`src/rtl/sccnt_pkg.sv`:
```
package sccnt_pkg;

   typedef enum logic {
      CARRY_DECODED = 1'b0,
      CARRY_FLOPPED = 1'b1
   } carry_style_e;

   function automatic int unsigned min_width();
      return 2;
   endfunction

endpackage

```
`src/rtl/sccnt_core.sv`:
```
module sccnt_core #(
   parameter int WIDTH = 4
) (
   input  logic             clk_i,
   input  logic             rst_i,
   output logic [WIDTH-1:0] cnt_q_o
);
   localparam logic [WIDTH-1:0] ZERO = '0;
   localparam logic [WIDTH-1:0] ONE  = WIDTH'(1);

   logic [WIDTH-1:0] cnt_q;
   logic [WIDTH-1:0] cnt_d;

   always_comb begin
      cnt_d = cnt_q + ONE;
   end

   always_ff @(posedge clk_i) begin
      if (rst_i) cnt_q <= ZERO;
      else       cnt_q <= cnt_d;
   end

   assign cnt_q_o = cnt_q;
endmodule

```
`src/rtl/sccnt_carry_dec.sv`:
```
module sccnt_carry_dec #(
   parameter int WIDTH = 4
) (
   input  logic [WIDTH-1:0] cnt_i,
   output logic             carry_o
);
   always_comb begin
      carry_o = &cnt_i;
   end
endmodule

```
`src/rtl/sccnt_carry_reg.sv`:
```
module sccnt_carry_reg #(
   parameter int WIDTH = 4
) (
   input  logic             clk_i,
   input  logic             rst_i,
   input  logic [WIDTH-1:0] cnt_i,
   output logic             carry_o
);
   // one state ahead of terminal count: all ones except bit 0
   localparam logic [WIDTH-1:0] PRE_TERM = {{(WIDTH-1){1'b1}}, 1'b0};

   logic carry_q;
   logic carry_d;

   always_comb begin
      carry_d = (cnt_i == PRE_TERM) && !rst_i;
   end

   always_ff @(posedge clk_i) begin
      carry_q <= carry_d;
   end

   assign carry_o = carry_q;
endmodule

```
`src/rtl/sync_carry_counter.sv`:
```
module sync_carry_counter
   import sccnt_pkg::*;
#(
   parameter int           WIDTH       = 4,
   parameter carry_style_e CARRY_STYLE = CARRY_FLOPPED
) (
   input  logic             clk_i,
   input  logic             rst_i,
   output logic [WIDTH-1:0] count_o,
   output logic             carry_o
);
   // elaboration-time width check
   if (WIDTH < int'(min_width())) begin : g_bad_width
      $error("sync_carry_counter: WIDTH must be at least 2");
   end

   logic [WIDTH-1:0] cnt_q;
   logic             carry_w;

   sccnt_core #(.WIDTH(WIDTH)) u_core (
      .clk_i   (clk_i),
      .rst_i   (rst_i),
      .cnt_q_o (cnt_q)
   );

   if (CARRY_STYLE == CARRY_FLOPPED) begin : g_carry_reg

      sccnt_carry_reg #(.WIDTH(WIDTH)) u_carry (
         .clk_i   (clk_i),
         .rst_i   (rst_i),
         .cnt_i   (cnt_q),
         .carry_o (carry_w)
      );
   end else begin : g_carry_dec

      sccnt_carry_dec #(.WIDTH(WIDTH)) u_carry (
         .cnt_i   (cnt_q),
         .carry_o (carry_w)
      );
   end

   assign count_o = cnt_q;
   assign carry_o = carry_w;
endmodule

```
`config.mk`:
```
export PLATFORM = sky130hd
export DESIGN_NAME = sync_carry_counter
export DESIGN_NICKNAME = d
export VERILOG_FILES = /design/src/rtl/sccnt_pkg.sv /design/src/rtl/sccnt_core.sv /design/src/rtl/sccnt_carry_dec.sv /design/src/rtl/sccnt_carry_reg.sv /design/src/rtl/sync_carry_counter.sv
export SDC_FILE = /design/constraint.sdc
export NUM_CORES = 1
export LEC_CHECK = 0
export ABC_AREA = 1
export CAP_MARGIN = 20
export CORE_AREA = 2 2 39 41
export DETAILED_ROUTE_END_ITERATION = 16
export DIE_AREA = 0 0 41 43
export MAX_ROUTING_LAYER = met4
export PLACE_DENSITY = 0.3
export SKIP_LAST_GASP = 1
export SLEW_MARGIN = 20
export SYNTH_ARGS = -nofsm -noshare
export SYNTH_HDL_FRONTEND = slang
export SYNTH_SLANG_ARGS = --single-unit
```
`constraint.sdc`:
```
create_clock -name clk_i -period 2.2 [get_ports clk_i]
set_input_delay 0.33 -clock clk_i [delete_from_list [all_inputs] [get_ports clk_i]]
set_output_delay 0.33 -clock clk_i [all_outputs]
set_load 0.05 [all_outputs]
```
# Yosys cells after proc, flatten, opt, wreduce, memory -nomap -nowiden
# Index checks and enable logic that the tools add are counted.
totals:
  ff_bits: 5
  in_bits: 2
  output_inout_bits: 5
  word_cells: 6
classes:
  addsub: 1
  eq_ne: 1
  n_reduce_logical: 2
ops:
  columns: ["cell", "count"]
  rows:
  - ["4-bit by 1-bit adder with 4-bit output (second input constant)", 1]
  - ["4-bit == test (second input constant)", 1]
  - ["1-bit logical AND", 1]
  - ["1-bit logical NOT", 1]

# Depth between registers and ports, before layout
# Gate-level depths: netlist of the first run.
depth:
  ltp_word: 2
  ltp_mapped: 4
  mapped_depth_nobuf: 4

# Cells and area by module
# Synthesis of the first run repeated with hierarchy kept, for this count alone.
hier_totals:
  hier_cells: 23
  hier_area_um2: 188.9
by_module_without_submodules:
  columns: ["mod", "instances", "cells_each", "area_per_inst_um2", "seq_area_each_um2"]
  rows:
  - ["sccnt_core", 1, 17, 148.9, 80.1]
  - ["sccnt_carry_reg", 1, 6, 40.0, 20.0]

# Least setup slack after synthesis of the first run
# Ideal clock, no wire load.
synth_path:
  path_kind: "reg2reg"
  from: "reg u_core.cnt_q[0], in the netlist u_core.cnt_q_o[0]"
  to: "reg u_core.cnt_q[1], in the netlist u_core.cnt_q_o[1]"
  setup_ps: 64
  t_arrival_ps: 1143
  required_time_ps: 2136
  slack_ps: 993
  stages_incl_launch_ff: 4
  path_buffers: 0
  period_less_slack_ps: 1207
  path_cell_list: "dfxtp_1 inv_1 ha_1 nor2_1"
synth_between:
  elab_chain_len: 1
synth_lines:
  columns: ["element", "line", "text"]
  rows:
  - ["start: declaration", "sccnt_core.sv:11", "logic [WIDTH-1:0] cnt_q;"]
  - ["start signal: assignment", "sccnt_core.sv:20", "else cnt_q <= cnt_d;"]
  - ["4-bit by 1-bit adder with 4-bit output", "sccnt_core.sv:15", "cnt_d = cnt_q + ONE;"]
# No other way between the ends.
# A chain may end at the register's enable or synchronous reset.

# Final worst setup path of the first run
layout_path:
  from: "reg u_core.cnt_q[0], in the netlist u_core.cnt_q_o[0]"
  to: "out count_o[0]"
layout_rtl:
  columns: ["element", "line", "text"]
  rows:
  - ["end: declaration", "sync_carry_counter.sv:9", "output logic [WIDTH-1:0] count_o,"]
# No word-level cell between the ends.

==> results of run 1 <==
where the power goes:
group,internal (µW),leakage (µW),switching [µW]
logic,13.4,0.0000709,23.4
registers,95.6,0.0000409,6.46
clock network,68.8,0.0000150,41.7
through the flow:
step | setup slack, ns | total power (µW) | std cells | utilization (%) | hold WS [ns]
after floorplan | 0.9927 | 126.5 | 22 | - | 0.3967
after global placement | 0.6431 | 141.0 | 44 | 19.62 | 0.4753
after detailed placement | 0.6484 | 140.6 | 44 | 19.62 | 0.4780
after CTS | 0.3671 | 256.1 | 48 | 21.52 | 0.4920
after global routing | 0.3241 | 264.9 | 48 | 21.52 | 0.5279
final | 0.3765 | 249.4 | 48 | 21.52 | 0.4867
kinds of logic (layout without fill, tap and decap cells):
group,after synthesis,after routing,synth area share [%]
buffers and inverters,4,14,7.841
adders and majority gates,2,2,13.07
xor gates and xnor gates,1,1,4.576
and+or+nand+nor,10,10,22.23
DFF,5,5,52.29
area by class of cell:
| class | instances | area [µm²] |
|---|---|---|
| fill | 158 | 1086 |
| clock buffer | 4 | 26.28 |
| timing repair buffer | 6 | 60.06 |
| multi-input combinational | 13 | 76.32 |
| sequential | 5 | 100.1 |
| inverter | 4 | 15.01 |
| tap | 16 | 20.02 |
cell usage after synthesis:
cell type,n
dfxtp_1,5
ha_1,2
inv_1,4
nand2_1,2
nand3_1,2
nand4_1,1
nor2_1,5
xnor2_1,1
layer usage:
layer | track usage (%) | share of wire (%)
met1 | 6.731 | 53
met2 | 5.625 | 39
met3 | 4.712 | 7.5
met4 | 8.000 | 0
met5 | - | 0
worst max path at each step:
stage	cells after the start	slack [ns]	endpoint
finish	1	0.38	count_o[0]
global route	1	0.32	count_o[0]
CTS	1	0.37	count_o[0]
detailed placement	1	0.65	count_o[0]
global placement	1	0.64	count_o[1]
floorplan	3	0.99	u_core.cnt_q_o[1]$_SDFF_PP0_
sequential cells by signal (all words and copies together) (netlist names):
signal                       cells
g_carry_reg.u_carry.carry_o      1
u_core.cnt_q_o                   4
==> flow_summary.ini, run 1 <==
[run_status]
outcome = complete, no violations

[sta]
rsz0062_at_grt = no
skew_ns = 0.0005847
slew_headroom_pct = 66.26
tns_ns = 0
slew_violations = 0
hold_viol = 0
fin_crit_sh_pct = 82.89
worstMarginPinSlew_ns = 0.5046
finalCriticalPeriod_ns = 1.824
setup_viol = 0
max_freq_ghz = 0.5484

[global_routing]
grt_pass1_wl_um = 607
gr-total-overflow = 0
track_usage_pct = 6.166
grt_pass1_vias = 150
grt_max_degree = 7
antenna_found_initial = 0

[worst_setup_path]
reg2reg_depth = 3
crit_type = reg -> out
crit_arrival_ns = 1.49
cp_slowest_cell = clkdlybuf4s50_1
cpLargestDelayFamily = buffers and inverters
timing.reg2reg.setup_slack_ns = 1.27
crit_required_ns = 1.87
crit_fanout = 6
r2r-start = u_core.cnt_q_o[0]$_SDFF_PP0_
r2r-end = u_core.cnt_q_o[1]$_SDFF_PP0_
max_stage_delay_ns = 0.84
path_buf_inv = 1
path_cells = clkdlybuf4s50_1
endpoint_kind = primary output
crit_start = u_core.cnt_q_o[0]$_SDFF_PP0_
critPathLaunchType = flip-flop

[floorplan]
start_util_pct = 13.83
num_rows = 14
core_area_mm2 = 0.001384
die_h_um = 43
dieArea_mm2 = 0.001763
dieWidth_um = 41
boundaryPins = 7

[routing]
wl_um = 411
vias_per_cell = 3.313
vias = 159
drc = 0
wl_per_cell_um = 8.563
antenna_left = 0
dr.pass1.iters = 4
drt_iter0_markers = 1

[cts]
root_buffer = clkbuf_4
cts_hold_buf = 0
numCtsBuffers = 3
cts.path.max_buffers = 2
cts_resized = 0
cts_setup_buffers = 0
cts.sinks = 5
cts_tree = done
h-tree-depth = 1
cts.clk_slew.worst_paths_ns = 0.05
clk_latency_ns = 0.24

[synthesis]
ys_seq_elements = 5
synth_top_area_share_pct = 52.29
synth_area_um2 = 191.4
yosysWarnings = 0
synth_area_per_cell_um2 = 8.702
synth_area_leaders = dfxtp_1, ha_1, nor2_1, inv_1, nand3_1
synth_area_leader_cell = dfxtp_1
yosys.cell_types.count = 8
ys_seq_area_share_pct = 52.29
netlist_instances = 22
synth_nets = 26

[cells_and_area]
n_antenna_cell = 0
fin_area_um2 = 297.8
finalNetCount = 37
final_cell_mix = clkdlybuf4s50_1, nor2_1, dfxtp_1
drive_above_1_share_pct = 9.375
final_common_cell = clkdlybuf4s50_1
area_delta_synth_final_pct = 55.56

[min_path]
hp-class = reg -> reg
hold_end = g_carry_reg.u_carry.carry_o$_DFF_P_
holdCritStartpoint = u_core.cnt_q_o[3]$_SDFF_PP0_
whs_path_depth = 2

[place]
io_buffers = 6
dpl_cell_area_um2 = 271.5
gp_congestion = 0.7677

[job]
maxCapViolCount = 0

[power_and_ir_drop]
ir_drop_mv = 0.1927
pwr_density_cell_mw_per_mm2 = 837.4
leakage_uw = 0.0001268
No activity file was read; power rests on OpenSTA's default activity.
==> run 2: changes to the inputs <==
==> constraint.sdc (replaced) <==
create_clock -name clk_i -period 1.9 [get_ports clk_i]
set_input_delay 0.285 -clock clk_i [delete_from_list [all_inputs] [get_ports clk_i]]
set_output_delay 0.285 -clock clk_i [all_outputs]
set_load 0.05 [all_outputs]
==> flow_summary.ini, run 2 (synthesis results as in run 1) <==
[cells_and_area]
final_common_cell = clkdlybuf4s50_1
finalNetCount = 37
final_cell_mix = clkdlybuf4s50_1, nor2_1, dfxtp_1
fin_area_um2 = 297.8
drive_above_1_share_pct = 9.375
n_antenna_cell = 0
area_delta_synth_final_pct = 55.56
fin_cells = 48
largest_register_ffs = 4

[global_routing]
grt_pass1_vias = 149
antenna_found_initial = 0
grt_use_met3_pct = 3.141
globalRouteMet2Util_pct = 5.625
grt_pass1_wl_um = 607
gr-total-overflow = 0
grt_max_degree = 7
track_usage_pct = 5.955
gr-max-usage-layer = met4
met1_usage_pct = 7.029

[power_and_ir_drop]
clockPowerShare_pct = 43.7
p_int_uw = 205.7
p_seq_share_pct = 41.4
leakage_uw = 0.0001268
ir_drop_mv = 0.2513
p_comb_share_pct = 14.8
p_switching_uw = 80.32
pwr_density_cell_mw_per_mm2 = 960.4
p_sw_share_pct = 28.08

[min_path]
hold_end = g_carry_reg.u_carry.carry_o$_DFF_P_
whs_path_depth = 2
holdCritStartpoint = u_core.cnt_q_o[3]$_SDFF_PP0_
hp-class = reg -> reg

[place]
hpwl_um = 279.7
dpl_cell_area_um2 = 271.5
dp_cells = 44
gp_congestion = 0.7712
io_buffers = 6

[worst_setup_path]
crit_type = reg -> out
max_stage_delay_ns = 0.84
critPathLaunchType = flip-flop
path_cells = clkdlybuf4s50_1
crit_fanout = 6
endpoint_kind = primary output
path_buf_inv = 1
r2r-start = u_core.cnt_q_o[0]$_SDFF_PP0_
reg2reg_depth = 3
crit_arrival_ns = 1.50
r2r-end = u_core.cnt_q_o[1]$_SDFF_PP0_
cpLargestDelayFamily = buffers and inverters
timing.reg2reg.setup_slack_ns = 0.97
crit_required_ns = 1.62
cp_slowest_cell = clkdlybuf4s50_1

[cts]
clk_latency_ns = 0.24
cts.path.max_buffers = 2
cts.clk_slew.worst_paths_ns = 0.05
cts_resized = 0
numCtsBuffers = 3
h-tree-depth = 1
root_buffer = clkbuf_4
cts.sinks = 5
cts_tree = done
cts_setup_buffers = 0
cts_hold_buf = 0

[sta]
worstMarginPinSlew_ns = 0.4995
skew_ns = 0.001015
slew_headroom_pct = 66.60
fin_crit_sh_pct = 93.92
max_freq_ghz = 0.5604
setup_viol = 0
tns_ns = 0
finalCriticalPeriod_ns = 1.784
hold_viol = 0
slew_violations = 0
rsz0062_at_grt = no

[routing]
dr.pass1.iters = 2
wl_per_cell_um = 8.688
wl_um = 417
drt_iter0_markers = 3
drc = 0
vias = 166
antenna_left = 0
vias_per_cell = 3.458

[run_status]
outcome = complete, no violations

[floorplan]
boundaryPins = 7
num_rows = 14
die_h_um = 43
dieArea_mm2 = 0.001763
core_area_mm2 = 0.001384
dieWidth_um = 41
start_util_pct = 13.83

[job]
maxCapViolCount = 0
## run 2: power by group through the flow
| stage | logic, µW | registers [µW] | clock network (µW) |
|---|---|---|---|
| after floorplan | 8.61 | 138 | 0 |
| after global placement | 43.1 | 120 | 0 |
| after detailed placement | 42.6 | 120 | 0 |
| after CTS | 42.8 | 118 | 131 |
| after global routing | 45.1 | 119 | 136 |
| final | 42.5 | 118 | 125 |
## run 2: worst max path at each step
| stage | start | to | cells after the start |
|---|---|---|---|
| after global routing | u_core.cnt_q_o[0]$_SDFF_PP0_ | count_o[0] | 1 |
| after CTS | u_core.cnt_q_o[0]$_SDFF_PP0_ | count_o[0] | 1 |
| after detailed placement | u_core.cnt_q_o[0]$_SDFF_PP0_ | count_o[0] | 1 |
| after floorplan | u_core.cnt_q_o[0]$_SDFF_PP0_ | u_core.cnt_q_o[1]$_SDFF_PP0_ | 3 |
| final | u_core.cnt_q_o[0]$_SDFF_PP0_ | count_o[0] | 1 |
| after global placement | u_core.cnt_q_o[1]$_SDFF_PP0_ | count_o[1] | 1 |
## run 2: metal layers
layer  routed length [µm]  vias to the layer above
li1                     -                       90
met1                  226                       68
met2                  157                        6
met3                   25                        2
met4                    8                        0
met5                    0                        -
## run 2: stage by stage
step | worst slack [ns] | utilization, % | hold slack, ns | total power, µW
after floorplan | 0.6927 | - | 0.3517 | 146.4
after global placement | 0.3887 | 19.62 | 0.4748 | 163.2
after detailed placement | 0.3834 | 19.62 | 0.4792 | 162.8
after CTS | 0.1184 | 21.52 | 0.4871 | 292.2
after global routing | 0.08246 | 21.52 | 0.5047 | 300.2
final | 0.1156 | 21.52 | 0.4840 | 286.0
## run 2: cell type report
class | instances | area [µm²]
clock buffer | 4 | 26.28
multi-input combinational | 13 | 76.32
sequential | 5 | 100.1
timing repair buffer | 6 | 60.06
fill | 155 | 1086
inverter | 4 | 15.01
tap | 16 | 20.02
